[src/rtl/scg_pkg.sv]
package scg_pkg;

  parameter int unsigned SCG_CHAINS_DEF = 8;
  parameter int unsigned SCG_HOLD_W_DEF = 4;

  // Advance a hold-group phase; wraps after (len-1), stays at 0 when hold is off.
  function automatic logic [SCG_HOLD_W_DEF-1:0] scg_phase_step(
    input logic [SCG_HOLD_W_DEF-1:0] phase,
    input logic [SCG_HOLD_W_DEF-1:0] len
  );
    if (len <= 1) begin
      return '0;
    end else if (phase == len - 1'b1) begin
      return '0;
    end else begin
      return phase + 1'b1;
    end
  endfunction

endpackage

[src/rtl/scg_enable_loader.sv]
module scg_enable_loader #(
  parameter int unsigned NUM_CHAINS = 8
) (
  input  logic                  clk,
  input  logic                  rst_n,
  input  logic                  load_i,
  input  logic                  sdata_i,
  input  logic                  start_i,
  output logic [NUM_CHAINS-1:0] en_o
);

  logic [NUM_CHAINS-1:0] stage_q, stage_d;
  logic [NUM_CHAINS-1:0] en_q, en_d;

  always_comb begin
    stage_d = stage_q;
    if (load_i) begin
      stage_d = {sdata_i, stage_q[NUM_CHAINS-1:1]};
    end
  end

  always_comb begin
    en_d = en_q;
    if (start_i) begin
      en_d = stage_q;
    end
  end

  always_ff @(posedge clk or negedge rst_n) begin
    if (!rst_n) begin
      stage_q <= '0;
      en_q    <= '0;
    end else begin
      stage_q <= stage_d;
      en_q    <= en_d;
    end
  end

  assign en_o = en_q;


  serial_shift_chk: assert property (@(posedge clk) disable iff (!rst_n)
    load_i |=> (stage_q[NUM_CHAINS-1] == $past(sdata_i)) &&
               (stage_q[NUM_CHAINS-2:0] == $past(stage_q[NUM_CHAINS-1:1])));


  en_stable_chk: assert property (@(posedge clk) disable iff (!rst_n)
    !start_i |=> $stable(en_q));

endmodule

[src/rtl/scg_hold_seq.sv]
module scg_hold_seq #(
  parameter int unsigned HOLD_W = 4
) (
  input  logic              clk,
  input  logic              rst_n,
  input  logic              start_i,
  input  logic [HOLD_W-1:0] hold_cnt_i,
  input  logic              stb_i,
  output logic              fresh_o,
  output logic              capture_o
);

  logic [HOLD_W-1:0] len_q, len_d;
  logic [HOLD_W-1:0] phase_q, phase_d;
  logic              hold_on;

  assign hold_on = (len_q > 1);

  always_comb begin
    len_d   = len_q;
    phase_d = phase_q;
    if (start_i) begin
      len_d   = hold_cnt_i;
      phase_d = '0;
    end else if (stb_i) begin
      if (!hold_on) begin
        phase_d = '0;
      end else if (phase_q == len_q - 1'b1) begin
        phase_d = '0;
      end else begin
        phase_d = phase_q + 1'b1;
      end
    end
  end

  always_ff @(posedge clk or negedge rst_n) begin
    if (!rst_n) begin
      len_q   <= '0;
      phase_q <= '0;
    end else begin
      len_q   <= len_d;
      phase_q <= phase_d;
    end
  end

  assign fresh_o   = !hold_on || (phase_q == '0);
  assign capture_o = stb_i && !start_i && (phase_q == '0);


  hold_len_stable_chk: assert property (@(posedge clk) disable iff (!rst_n)
    !start_i |=> $stable(len_q));


  no_hold_phase_chk: assert property (@(posedge clk) disable iff (!rst_n)
    (len_q <= 1) |-> (phase_q == '0));


  restart_phase_chk: assert property (@(posedge clk) disable iff (!rst_n)
    start_i |=> (phase_q == '0));


  phase_bound_chk: assert property (@(posedge clk) disable iff (!rst_n)
    (phase_q == '0) || (phase_q < len_q));

endmodule

[src/rtl/scg_lane.sv]
module scg_lane (
  input  logic clk,
  input  logic rst_n,
  input  logic en_i,
  input  logic d_i,
  input  logic start_i,
  input  logic stb_i,
  input  logic fresh_i,
  input  logic capture_i,
  output logic out_o
);

  logic gated;
  logic sh_q, sh_d;

  assign gated = d_i & en_i;

  always_comb begin
    sh_d = sh_q;
    if (start_i) begin
      sh_d = 1'b0;
    end else if (capture_i) begin
      sh_d = gated;
    end
  end

  always_ff @(posedge clk or negedge rst_n) begin
    if (!rst_n) begin
      sh_q <= 1'b0;
    end else begin
      sh_q <= sh_d;
    end
  end

  assign out_o = fresh_i ? gated : sh_q;


  shadow_zero_chk: assert property (@(posedge clk) disable iff (!rst_n)
    !en_i |-> !sh_q);


  shadow_hold_chk: assert property (@(posedge clk) disable iff (!rst_n)
    (stb_i && !fresh_i && !start_i) |=> $stable(sh_q));

endmodule

[src/rtl/scan_chain_gater.sv]
module scan_chain_gater #(
  parameter int unsigned NUM_CHAINS = scg_pkg::SCG_CHAINS_DEF,
  parameter int unsigned HOLD_W     = scg_pkg::SCG_HOLD_W_DEF
) (
  input  logic                  clk,
  input  logic                  rst_n,
  input  logic [NUM_CHAINS-1:0] decomp_bit,
  input  logic                  en_load,
  input  logic                  en_sdata,
  input  logic                  pat_start,
  input  logic [HOLD_W-1:0]     hold_cnt,
  input  logic                  shift_stb,
  output logic [NUM_CHAINS-1:0] chain_in
);

  logic [NUM_CHAINS-1:0] en_w;
  logic                  fresh_w;
  logic                  capture_w;

  scg_enable_loader #(.NUM_CHAINS(NUM_CHAINS)) u_loader (
    .clk     (clk),
    .rst_n   (rst_n),
    .load_i  (en_load),
    .sdata_i (en_sdata),
    .start_i (pat_start),
    .en_o    (en_w)
  );

  scg_hold_seq #(.HOLD_W(HOLD_W)) u_seq (
    .clk        (clk),
    .rst_n      (rst_n),
    .start_i    (pat_start),
    .hold_cnt_i (hold_cnt),
    .stb_i      (shift_stb),
    .fresh_o    (fresh_w),
    .capture_o  (capture_w)
  );

  for (genvar g = 0; g < NUM_CHAINS; g++) begin : g_lane
    scg_lane u_lane (
      .clk       (clk),
      .rst_n     (rst_n),
      .en_i      (en_w[g]),
      .d_i       (decomp_bit[g]),
      .start_i   (pat_start),
      .stb_i     (shift_stb),
      .fresh_i   (fresh_w),
      .capture_i (capture_w),
      .out_o     (chain_in[g])
    );
  end


  disabled_zero_chk: assert property (@(posedge clk) disable iff (!rst_n)
    (chain_in & ~en_w) == '0);

endmodule

[config.mk]
export PLATFORM = sky130hd
export DESIGN_NAME = scan_chain_gater
export DESIGN_NICKNAME = d
export VERILOG_FILES = /design/src/rtl/scg_pkg.sv /design/src/rtl/scg_enable_loader.sv /design/src/rtl/scg_hold_seq.sv /design/src/rtl/scg_lane.sv /design/src/rtl/scan_chain_gater.sv
export SDC_FILE = /design/constraint.sdc
export NUM_CORES = 1
export LEC_CHECK = 0
export BUFFER_PORTS_ARGS = -buffer_cell sky130_fd_sc_hd__buf_2
export CORE_MARGIN = 10
export CORE_UTILIZATION = 52
export CTS_BUF_LIST = sky130_fd_sc_hd__clkbuf_4
export CTS_CLUSTER_DIAMETER = 50
export DETAILED_ROUTE_END_ITERATION = 12
export HOLD_SLACK_MARGIN = 0.06
export PLACE_DENSITY = 0.9
export RECOVER_POWER = 50
export SLEW_MARGIN = 20
export SYNTH_ARGS = -nofsm -noshare
export SYNTH_HDL_FRONTEND = slang
export SYNTH_SLANG_ARGS = --single-unit
export TNS_END_PERCENT = 50
[constraint.sdc]
create_clock -name clk -period 1.78 [get_ports clk]
set_input_delay 0.178 -clock clk [delete_from_list [all_inputs] [get_ports clk]]
set_output_delay 0.178 -clock clk [all_outputs]
set_load 0.01 [all_outputs]
==> out/metrics.cfg <==
[outcome]
status=finished with violations
violations=negative setup slack

[setup_path]
cp_max_fo=8
cp_top_family=simple AND/OR/NAND/NOR gates
slowest_stage=dfrtp_1
critPathCaptureType=output pin
start_kind=flip-flop
arrival_ns=1.80
cp.required_ns=1.60
max_stage_delay_ns=0.41
critPathKind=flip-flop to output pin
r2r_slack_ns=-0.14
crit_top_cell=nor2_4
crit_buf_inv=2
crit_chain=inv_2, ha_4, nor2_4, nor3_4, nor2_4, nand2_1, o21ai_2, buf_2

[clock_tree]
numCtsBuffers=5
htreeDepth=2
cts-root-buf=clkbuf_4
clk_path_buf_depth=2
cts_tree=yes
clkSinkCount=32
clkTransAtPathRegs_ns=0.11
clock_latency_ns=0.34

[placed_design]
dp_slack_ns=-0.344
portBuffers=25
place_hpwl_um=2450
gp_congestion=0.727

[sta]
rsz0062_at_grt=true
fin_skew_ns=0.0136
fin_crit_ns=1.97
hold_viol=0
maxSlewViolCount=0
finalSetupViolations=12
timing.hold.ws_ns=0.0825
fin_ws_ns=-0.193
fmax_mhz=507
timing.final.crit_share=1.11
tightest_slew_ns=0.779
max-slew-margin-rel=0.481

[synth]
synth.avg_cell_area_um2=10.1
yosysUniqueCellTypes=19
muxShareOfSynthArea=0.131
synth-seq-cells=32
synth_area_leaders=dfrtp_1 52%, mux2_2 13%, nand2_1 5.6%
synth_area_leader_cell=dfrtp_1
synth-adder-area-share=0.0325
syn-num-nets=174
yosysSeqAreaShare=0.519
netlist_instances=152
synth_enable_flop_cells=0
netlist.area_leader.share=0.519
synth_xor_area_frac=0.0341
synth-compound-area-share=0.0893
syn-cell-area_um2=1540
synth_ff_type=dfrtp_1
ys_async_sr_fraction=1.00
synth-warning-count=0
synthSimpleGateAreaFrac=0.126
synth_top_family_by_area=multiplexers

[cells_and_area]
area_growth_pct=20.9
diodes=0
layout.nets=206
drive_above_1_share=0.400
fill_cells=208
post-route-util=0.665

[die]
die_w_um=74.4
fp.dieH_um=74.4
core_area_um2=2810
rows=19
die_area_um2=5540
start_util=0.550
ios=26

[global_route]
grt_pass1_vias=1216
grt_max_degree=33
grt_antenna_before_repair=0
grt_first_pass_wirelength_um=5930
track_usage=0.142
grt_overflow=0

[drt]
detailedRoute.firstPassIterationCount=4
drt-initial-drc-count=167
via_count=1212
drc=0
ant_nets=0
wire_per_inst_um=17.3
via_per_inst=5.61
finalWirelength_um=3740

[pwr]
peakVddDrop_mv=0.614
p_per_area_nw_per_um2=998
totalPowerFinal_uw=1860
power_leakage_uw=0.000860

[min_path]
holdCritPathClass=primary input to flip-flop

[flow_run]
max_cap_violations=0

## cell usage in the layout (no fill, tap or decap)
| cell | n |
|---|---|
| dlygate4sd3_1 | 3 |
| o21ai_1 | 6 |
| buf_4 | 9 |
| clkinv_4 | 1 |
| dfrtp_2 | 1 |
| xnor2_1 | 4 |
| nor3b_1 | 1 |
| nor2_4 | 3 |
| clkbuf_1 | 1 |
| ha_4 | 2 |
| nand3_1 | 1 |
| mux2_2 | 18 |
| o21ai_0 | 6 |
| o41ai_2 | 1 |
| clkbuf_4 | 5 |
| a31oi_1 | 1 |
| ha_1 | 2 |
| nor4_1 | 1 |
| o21ai_2 | 3 |
| clkbuf_2 | 1 |
| inv_1 | 3 |
| a21oi_1 | 8 |
| buf_2 | 24 |
| inv_2 | 2 |
| nor3_1 | 1 |
| xor2_1 | 2 |
| dfrtp_1 | 31 |
| nand2_1 | 23 |
| nor2_1 | 17 |
| clkinv_2 | 2 |
| nor3b_4 | 1 |
| nor3_4 | 1 |
## area by class of cell
class	instances	area [um^2]	area share
tap	31	38.8	0.0208
sequential	32	802	0.430
clock inverter	3	18.8	0.0101
clock buffer	5	37.5	0.0201
inverter	5	18.8	0.0101
timing repair buffer	38	226	0.121
multi-input combinational	102	722	0.387
## flip-flops by register name, indices dropped and copies added (netlist names)
register and cells:
u_loader.en_o 8, u_seq.len_q 4, u_seq.phase_q 4, u_loader.stage_q 8
g_lane.u_lane.sh_q 8
## through the flow
| step | std cells | cell area (um^2) | setup TNS [ns] |
|---|---|---|---|
| final | 216 | 1860 | -1.48 |
| after global routing | 216 | 1860 | -3.33 |
| after CTS | 214 | 1820 | -2.23 |
| after detailed placement | 199 | 1660 | -2.30 |
| after global placement | 199 | 1660 | -1.18 |
| after floorplan | 152 | 1540 | 0 |
## worst paths after layout
path | cells after the start | endpoint | startpoint
max | 8 | chain_in[0] | u_seq.len_q[1]
min | 2 | u_seq.len_q[3] | hold_cnt[3]
max reg2reg | 7 | u_seq.phase_q[2] | u_seq.len_q[0]
min reg2reg | 1 | u_loader.stage_q[0] | u_loader.stage_q[0]
max in group asynchronous | 2 | u_seq.len_q[0] | rst_n
min in group asynchronous | 2 | u_seq.phase_q[2] | rst_n
## Yosys cell counts (4+ instances only)
| cell | number |
|---|---|
| nand2_1 | 23 |
| mux2_2 | 18 |
| o21ai_0 | 15 |
| xnor2_1 | 4 |
| dfrtp_1 | 32 |
| ha_1 | 4 |
| inv_1 | 5 |
| buf_4 | 8 |
| a21oi_1 | 8 |
| nor2_1 | 19 |
| clkbuf_1 | 4 |
## routing by layer
layer | routed length [um] | share of wire | vias to the layer above | track usage
li1 | - | - | 566 | -
met1 | 1460 | 0.39 | 582 | 0.158
met2 | 1980 | 0.53 | 55 | 0.241
met3 | 210 | 0.056 | 9 | 0.0465
met4 | 93 | 0.025 | 0 | 0.0630
met5 | 0 | 0 | - | 0
## kinds of logic (layout without fill, tap and decap cells)
group                    Yosys count  in the layout
adder cells (fa/ha/maj)            4              4
buffers and inverters             19             51
flip-flops                        32             32
XOR/XNOR                           6              6
AND/OR/NAND/NOR                   48             49
multiplexers                      18             18
AO/OA/AOI/OAI                     25             25
## timing repair
| action | in CTS | in global routing |
|---|---|---|
| buffers inserted | 3 | 3 |
| endpoints found under the hold margin | 34 | 0 |
| gates cloned | 1 | 0 |
| setup endpoints to repair | 9 | 19 |
| pin swaps | 7 | 9 |
| resized for setup | 17 | 11 |
| hold buffers | 3 | 0 |
## power by group
| part | internal [uW] | switching, uW |
|---|---|---|
| clock network | 151 | 263 |
| registers | 860 | 89.3 |
| logic | 239 | 257 |
Power figures use the tool's default switching activity.
